--- src/rtl/mdio_pkg.sv ---
package mdio_pkg;

  localparam int FRAME_BITS = 64;
  localparam int PRE_BITS   = 32;
  localparam int TA_FIRST   = 46;  // first turnaround bit time
  localparam int TA_SECOND  = 47;  // bit the PHY must pull low
  localparam int DATA_FIRST = 48;

  localparam logic [4:0] OFS_CMD   = 5'h00;
  localparam logic [4:0] OFS_ADDR  = 5'h04;
  localparam logic [4:0] OFS_WDAT  = 5'h08;
  localparam logic [4:0] OFS_RDAT  = 5'h0C;
  localparam logic [4:0] OFS_STAT  = 5'h10;

  localparam int START_BIT = 14;

  // field order matches command bits 13:0
  typedef struct packed {
    logic [1:0] st;
    logic [1:0] op;
    logic [4:0] prt;
    logic [4:0] dev;
  } cmd_t;

  typedef enum logic [1:0] {
    SQ_IDLE  = 2'd0,
    SQ_ARM   = 2'd1,
    SQ_SHIFT = 2'd2
  } seq_state_t;

  function automatic logic is_read_op(cmd_t c);
    logic r;
    if (c.st == 2'b01)      r = (c.op == 2'b10);
    else if (c.st == 2'b00) r = c.op[1];
    else                    r = 1'b0;
    return r;
  endfunction

endpackage

--- src/rtl/mdio_mdc_gen.sv ---
module mdio_mdc_gen #(
  parameter int DIV_HALF = 20
) (
  input  logic clk,
  input  logic rst,
  output logic mdc,
  output logic rise_stb,
  output logic fall_stb
);
  localparam int CW = (DIV_HALF > 1) ? $clog2(DIV_HALF) : 1;
  localparam logic [CW-1:0] LAST = CW'(DIV_HALF - 1);

  logic [CW-1:0] cnt_q;
  logic          wrap;

  assign wrap     = (cnt_q == LAST);
  assign rise_stb = wrap && !mdc;
  assign fall_stb = wrap && mdc;

  always_ff @(posedge clk) begin
    if (rst) begin
      cnt_q <= '0;
      mdc   <= 1'b0;
    end else if (wrap) begin
      cnt_q <= '0;
      mdc   <= ~mdc;
    end else begin
      cnt_q <= cnt_q + 1'b1;
    end
  end
endmodule

--- src/rtl/mdio_regs.sv ---
module mdio_regs
  import mdio_pkg::*;
#(
  parameter int ADDR_W = 5
) (
  input  logic              clk,
  input  logic              rst,
  input  logic [ADDR_W-1:0] bus_addr,
  input  logic              bus_we,
  input  logic [31:0]       bus_wdata,
  output logic [31:0]       bus_rdata,
  input  logic              seq_done,
  input  logic              seq_rd_done,
  input  logic [15:0]       seq_rd_val,
  input  logic              seq_rd_fail,
  output logic              launch,
  output logic              busy,
  output logic              cmd_wr,
  output cmd_t              cmd_fields,
  output logic [15:0]       addr_word,
  output logic [15:0]       wr_word,
  output logic              status_bit
);
  logic [15:0] rd_word;
  logic        unused_hi;

  assign unused_hi = ^bus_wdata[31:15];
  assign cmd_wr    = bus_we && (bus_addr == ADDR_W'(OFS_CMD));

  always_ff @(posedge clk) begin
    if (rst) begin
      cmd_fields <= '0;
      busy       <= 1'b0;
      launch     <= 1'b0;
      addr_word  <= '0;
      wr_word    <= '0;
      rd_word    <= '0;
      status_bit <= 1'b0;
    end else begin
      launch <= 1'b0;
      if (cmd_wr && !busy) begin
        cmd_fields <= cmd_t'(bus_wdata[13:0]);
        if (bus_wdata[START_BIT]) begin
          busy   <= 1'b1;
          launch <= 1'b1;
        end
      end else if (seq_done) begin
        busy <= 1'b0;
      end
      if (bus_we && bus_addr == ADDR_W'(OFS_ADDR)) addr_word <= bus_wdata[15:0];
      if (bus_we && bus_addr == ADDR_W'(OFS_WDAT)) wr_word   <= bus_wdata[15:0];
      if (seq_rd_done) begin
        rd_word    <= seq_rd_val;
        status_bit <= seq_rd_fail;
      end
    end
  end

  always_ff @(posedge clk) begin
    if (rst) begin
      bus_rdata <= '0;
    end else begin
      unique case (bus_addr)
        ADDR_W'(OFS_CMD):  bus_rdata <= {17'd0, busy, cmd_fields};
        ADDR_W'(OFS_ADDR): bus_rdata <= {16'd0, addr_word};
        ADDR_W'(OFS_WDAT): bus_rdata <= {16'd0, wr_word};
        ADDR_W'(OFS_RDAT): bus_rdata <= {16'd0, rd_word};
        ADDR_W'(OFS_STAT): bus_rdata <= {31'd0, status_bit};
        default:           bus_rdata <= '0;
      endcase
    end
  end
endmodule

--- src/rtl/mdio_frame_seq.sv ---
module mdio_frame_seq
  import mdio_pkg::*;
(
  input  logic        clk,
  input  logic        rst,
  input  logic        rise_stb,
  input  logic        fall_stb,
  input  logic        launch,
  input  cmd_t        cmd_fields,
  input  logic [15:0] addr_word,
  input  logic [15:0] wr_word,
  input  logic        mdio_i,
  output logic        mdio_o,
  output logic        mdio_oe,
  output logic        done,
  output logic        rd_done,
  output logic [15:0] rd_val,
  output logic        rd_fail
);
  localparam int IW = $clog2(FRAME_BITS + 1);

  seq_state_t            state_q;
  logic [FRAME_BITS-1:0] sh_q;
  logic [IW-1:0]         idx_q;
  logic [IW-1:0]         idx_nx;
  logic                  rd_q;
  logic                  fail_q;
  logic [15:0]           cap_q;
  logic                  rd_new;
  logic [15:0]           payload;
  logic [FRAME_BITS-1:0] frame;

  assign rd_new  = is_read_op(cmd_fields);
  assign payload = (cmd_fields.st == 2'b00 && cmd_fields.op == 2'b00) ? addr_word : wr_word;
  assign frame   = {{PRE_BITS{1'b1}}, cmd_fields.st, cmd_fields.op, cmd_fields.prt,
                    cmd_fields.dev, (rd_new ? 2'b11 : 2'b10), payload};
  assign idx_nx  = idx_q + 1'b1;

  always_ff @(posedge clk) begin
    if (rst) begin
      state_q <= SQ_IDLE;
      sh_q    <= '0;
      idx_q   <= '0;
      rd_q    <= 1'b0;
      fail_q  <= 1'b0;
      cap_q   <= '0;
      mdio_o  <= 1'b1;
      mdio_oe <= 1'b0;
      done    <= 1'b0;
      rd_done <= 1'b0;
      rd_val  <= '0;
      rd_fail <= 1'b0;
    end else begin
      done    <= 1'b0;
      rd_done <= 1'b0;
      unique case (state_q)
        SQ_IDLE: begin
          if (launch) begin
            sh_q    <= frame;
            rd_q    <= rd_new;
            fail_q  <= 1'b0;
            cap_q   <= '0;
            state_q <= SQ_ARM;
          end
        end
        SQ_ARM: begin
          if (fall_stb) begin
            mdio_o  <= sh_q[FRAME_BITS-1];
            mdio_oe <= 1'b1;
            sh_q    <= {sh_q[FRAME_BITS-2:0], 1'b1};
            idx_q   <= '0;
            state_q <= SQ_SHIFT;
          end
        end
        SQ_SHIFT: begin
          if (fall_stb) begin
            if (idx_q == IW'(FRAME_BITS - 1)) begin
              mdio_o  <= 1'b1;
              mdio_oe <= 1'b0;
              done    <= 1'b1;
              rd_done <= rd_q;
              rd_val  <= cap_q;
              rd_fail <= fail_q;
              state_q <= SQ_IDLE;
            end else begin
              mdio_o  <= sh_q[FRAME_BITS-1];
              mdio_oe <= !(rd_q && idx_nx >= IW'(TA_FIRST));
              sh_q    <= {sh_q[FRAME_BITS-2:0], 1'b1};
              idx_q   <= idx_nx;
            end
          end else if (rise_stb && rd_q) begin
            if (idx_q == IW'(TA_SECOND)) fail_q <= mdio_i;
            if (idx_q >= IW'(DATA_FIRST)) cap_q <= {cap_q[14:0], mdio_i};
          end
        end
        default: state_q <= SQ_IDLE;
      endcase
    end
  end
endmodule

--- src/rtl/mdio_master.sv ---
module mdio_master
  import mdio_pkg::*;
#(
  parameter int DIV_HALF = 20,
  parameter int ADDR_W   = 5
) (
  input  logic              clk,
  input  logic              rst,
  input  logic [ADDR_W-1:0] bus_addr,
  input  logic              bus_we,
  input  logic [31:0]       bus_wdata,
  output logic [31:0]       bus_rdata,
  output logic              mdc,
  output logic              mdio_o,
  output logic              mdio_oe,
  input  logic              mdio_i
);
  logic        rise_stb, fall_stb;
  logic        launch, busy, cmd_wr, status_bit;
  cmd_t        cmd_fields;
  logic [15:0] addr_word, wr_word, rd_val;
  logic        done, rd_done, rd_fail;

  mdio_mdc_gen #(.DIV_HALF(DIV_HALF)) u_mdc (
    .clk(clk), .rst(rst), .mdc(mdc), .rise_stb(rise_stb), .fall_stb(fall_stb)
  );

  mdio_regs #(.ADDR_W(ADDR_W)) u_regs (
    .clk(clk), .rst(rst), .bus_addr(bus_addr), .bus_we(bus_we),
    .bus_wdata(bus_wdata), .bus_rdata(bus_rdata),
    .seq_done(done), .seq_rd_done(rd_done), .seq_rd_val(rd_val),
    .seq_rd_fail(rd_fail), .launch(launch), .busy(busy), .cmd_wr(cmd_wr),
    .cmd_fields(cmd_fields), .addr_word(addr_word), .wr_word(wr_word),
    .status_bit(status_bit)
  );

  mdio_frame_seq u_seq (
    .clk(clk), .rst(rst), .rise_stb(rise_stb), .fall_stb(fall_stb),
    .launch(launch), .cmd_fields(cmd_fields), .addr_word(addr_word),
    .wr_word(wr_word), .mdio_i(mdio_i), .mdio_o(mdio_o), .mdio_oe(mdio_oe),
    .done(done), .rd_done(rd_done), .rd_val(rd_val), .rd_fail(rd_fail)
  );
endmodule

--- config.mk ---
export PLATFORM = sky130hd
export DESIGN_NAME = mdio_master
export DESIGN_NICKNAME = d
export VERILOG_FILES = /design/src/rtl/mdio_pkg.sv /design/src/rtl/mdio_mdc_gen.sv /design/src/rtl/mdio_regs.sv /design/src/rtl/mdio_frame_seq.sv /design/src/rtl/mdio_master.sv
export SDC_FILE = /design/constraint.sdc
export NUM_CORES = 1
export LEC_CHECK = 0
export BUFFER_PORTS_ARGS = -buffer_cell sky130_fd_sc_hd__buf_2
export CELL_PAD_IN_SITES_DETAIL_PLACEMENT = 1
export CELL_PAD_IN_SITES_GLOBAL_PLACEMENT = 2
export CORE_MARGIN = 3
export CORE_UTILIZATION = 36
export CTS_CLUSTER_DIAMETER = 150
export DETAILED_ROUTE_END_ITERATION = 10
export PLACE_DENSITY_LB_ADDON = 0.1
export SYNTH_ARGS = -nofsm -noshare
export SYNTH_HDL_FRONTEND = slang
export SYNTH_SLANG_ARGS = --single-unit
--- constraint.sdc ---
create_clock -name clk -period 3.1 [get_ports clk]
set_clock_uncertainty 0.1 [all_clocks]
set_input_delay 0.62 -clock clk [delete_from_list [all_inputs] [get_ports clk]]
set_output_delay 0.62 -clock clk [all_outputs]
set_load 0.02 [all_outputs]
==> metrics.md <==
| Metric | Value |
|---|---|
| H-Tree Depth | 4 |
| Num rows | 55 |
| Worst Setup Path Type | register to register |
| Pwr/cell area | 658 mW/mm2 |
| Setup Fix Bufs, Post-CTS | 0 |
| GRT overflow | 0 |
| Filler Cell Count | 2707 |
| Final antenna-violating net count | 0 |
| Leakage | 3.18 nW |
| Yosys reg bits | 199 |
| Max Slew Vio Count | 0 |
| CTS Buf Count | 17 |
| DRT Pass-1 Iters | 6 |
| Status | complete, no violations |
| Hold_buf cts | 0 |
| Bufs and invs on worst path | 1 |
| Post-synth EDFFs | 0 |
| I/O Buffers | 43 |
| Final min period | 2.47 ns |
| Register area | 0.00398 mm2 |
| DR vias | 6520 |
| GPL Wtd Cong | 0.719 |
| Crit end category | register |
| WL per Instance | 16.5 um |
| Initial DRC Count | 366 |
| Share of the synthesized area in the top cell type | 0.472 |
| RR Startpoint | u_mdc.cnt_q[0] |
| Slew margin rel. | 0.311 |
| Remaining DRCs | 0 |
| Hold WS | 0.343 ns |
| Most common cell in the netlist | dfxtp_1 |
| Crit-path slowest cell | buf_12 |
| R2R Setup Slk | 0.63 ns |
| Reg clk slew, reported paths | 0.08 ns |
| Worst-Margin Slew | 1.03 ns |
| Cell taking the most area after synthesis | dfxtp_1 |
| Vias in the first global route | 6633 |
| Largest delay contributor family on the critical path | compound AO/OA/AOI/OAI gates |
| Hold depth | 3 |
| Final WL | 21.5 mm |
| CTS root buf | clkbuf_16 |
| # IOs | 76 |
| N_diodes | 0 |
| Nets | 1024 |
| Clk Latency, worst-skew pair | 0.43 ns |
| Unrepaired setup endpoints after global routing | no |
| HP Class | input port to register |
| Sequential-to-total area share from yosys stat | 0.472 |
| GR Util All Layers | 0.174 |
| # setup viols final | 0 |
| Tcrit/Tclk final | 0.798 |
| Die Span Y | 159 um |
| Syn_area_per_cell | 8.77 um2 |
| Crit path arrival time | 2.70 ns |
| Multi-input gate area | 0.00395 mm2 |
| Cell variety after synth | 54 |
| Layout cells sized above 1 | 0.128 |
| Longest Clk Path Bufs | 2 |
| Top FF cell, synth | dfxtp_1 |
| Mapped Area | 0.00844 mm2 |
| First-pass GRT wire length | 35.9 mm |
| Worst Hold Endpoint | u_regs.cmd_fields[6] |
| DR vias/cell | 5.01 |
| Die ar. | 0.0253 mm2 |
| Crit Reg-Reg Endpoint | u_seq.sh_q[62] |
| Starting Density | 0.369 |
| Synth Warn # | 0 |
| Post-Syn Instances | 962 |
| Fmax | 404 MHz |
| Final TNS setup | 0 ns |
| Post-synthesis async set-or-reset flop share | 0 |
| VDD IR max | 444 uV |
| Initial antenna violation count | 0 |
| Crit-path cells | ha_1, nand4bb_1, a21o_1, a2111oi_4, buf_12, nor2_1, a311oi_1 |
| R2R cell count | 7 |
| Placed wire-length estimate | 13.8 mm |
| Clk sinks | 199 |
| Top post-synthesis cells by area | dfxtp_1 (47%), mux2i_1 (7.8%), nand2_1 (7.6%) |
| Data required time at the worst endpoint | 3.33 ns |
| Area of the core | 0.0228 mm2 |
| Design Power | 6.24 mW |
| Hold_sp | bus_wdata[6] |
| Area grow syn2layout | 12.3% |
| Worst Path Max Fanout | 113 |
| Max-cap violations | 0 |
| Final hold viol count | 0 |
| Critical path launch point | u_mdc.cnt_q[0] |
| Top cells by count, synth | dfxtp_1 (199), nand2_1 (171), nor2_1 (97), a21oi_1 (93), mux2i_1 (66) |
| Die width | 159 um |
| # resized after CTS | 0 |
| CTS tree | done |
| Startpoint Class | register |
| Largest net degree at the start of global routing | 114 |
| Delay of the slowest critical-path stage | 0.45 ns |
cell usage in the layout (no fill, tap or decap), drive strengths merged, types with 2 or more instances in the layout:
cell type / n
mux4: 14
nor2b: 20
a211oi: 20
inv: 49
ha: 7
dfxtp: 199
a311oi: 35
or2: 2
nor3: 7
nand2b: 4
nor4: 2
clkinv: 6
xor2: 2
a21oi: 93
a31oi: 4
nand3: 28
clkbuf: 19
mux2i: 66
buf: 66
a211o: 3
o21ai: 24
nor2: 97
clkinvlp: 2
mux2: 2
xnor2: 2
nand2: 171
conb: 16
and3: 7
a22oi: 2
power by group:
part / total, mW / switching [mW] / internal [mW]
logic: 1.17 / 0.743 / 0.429
clock network: 2.14 / 1.04 / 1.09
registers: 2.93 / 0.127 / 2.80
per-stage QoR:
stage	std cells	setup WS, ns	cell area (um2)	util
after CTS	1302	0.610	9470	0.415
final	1302	0.627	9470	0.415
after global routing	1302	0.429	9470	0.415
after global placement	1270	0.637	8910	0.390
after detailed placement	1270	0.630	8910	0.390
after floorplan	977	0.918	8490	-
flip-flops by register name, summed over array words and instances (netlist names):
name	count
u_seq.done	1
u_regs.rd_word	16
u_regs.launch	1
u_mdc.mdc	1
u_regs.status_bit	1
u_regs.bus_rdata	16
u_seq.idx_q	7
u_seq.rd_done	1
u_seq.sh_q	64
u_seq.cap_q	16
u_seq.fail_q	1
u_regs.addr_word	16
u_seq.rd_q	1
u_regs.wr_word	16
u_seq.rd_fail	1
u_mdc.cnt_q	5
u_seq.state_q	2
u_seq.mdio_oe	1
u_seq.mdio_o	1
u_regs.cmd_fields	14
u_regs.busy	1
u_seq.rd_val	16
worst max-delay path by stage:
stage | slack [ns] | to | cells after the start
global placement | 0.64 | u_regs.cmd_fields[1] | 6
CTS | 0.61 | u_seq.sh_q[62] | 7
global route | 0.43 | u_seq.sh_q[62] | 7
detailed placement | 0.63 | u_seq.sh_q[62] | 7
finish | 0.63 | u_seq.sh_q[62] | 7
floorplan | 0.92 | u_regs.cmd_fields[0] | 5
metal layers:
layer / global-route usage / up-vias / routed length (um)
met2: 0.284 / 69 / 10100
met4: 0.0342 / 0 / 148
li1: - / 3278 / -
met1: 0.242 / 3164 / 10700
met5: 0 / - / 0
met3: 0.0320 / 9 / 596
cell type report:
cell class | instances | area share
Clock buffer | 19 | 0.0478
Inverter | 44 | 0.0174
Multi-Input combinational cell | 648 | 0.417
Timing Repair Buffer | 66 | 0.0443
Sequential cell | 199 | 0.421
Clock inverter | 13 | 0.0116
Tap cell | 313 | 0.0414
worst register-to-register path, cell delays in order, from the launching register on:
cell	delay, ns
dfxtp_1	0.36
ha_1	0.25
nand4bb_1	0.20
a21o_1	0.25
a2111oi_4	0.40
buf_12	0.45
nor2_1	0.10
a311oi_1	0.27
kinds of logic after synthesis:
kind of cell             after synthesis  share of synthesized area
AND/OR/NAND/NOR                      349                      0.179
flip-flops                           199                      0.472
AO/OA/AOI/OAI                        190                      0.145
buffers and inverters                130                     0.0697
multiplexers                          82                      0.118
adder cells (fa/ha/maj)                7                     0.0104
XOR/XNOR                               4                    0.00415
other                                  1                   0.000445
(Power assumes the default switching activity.)
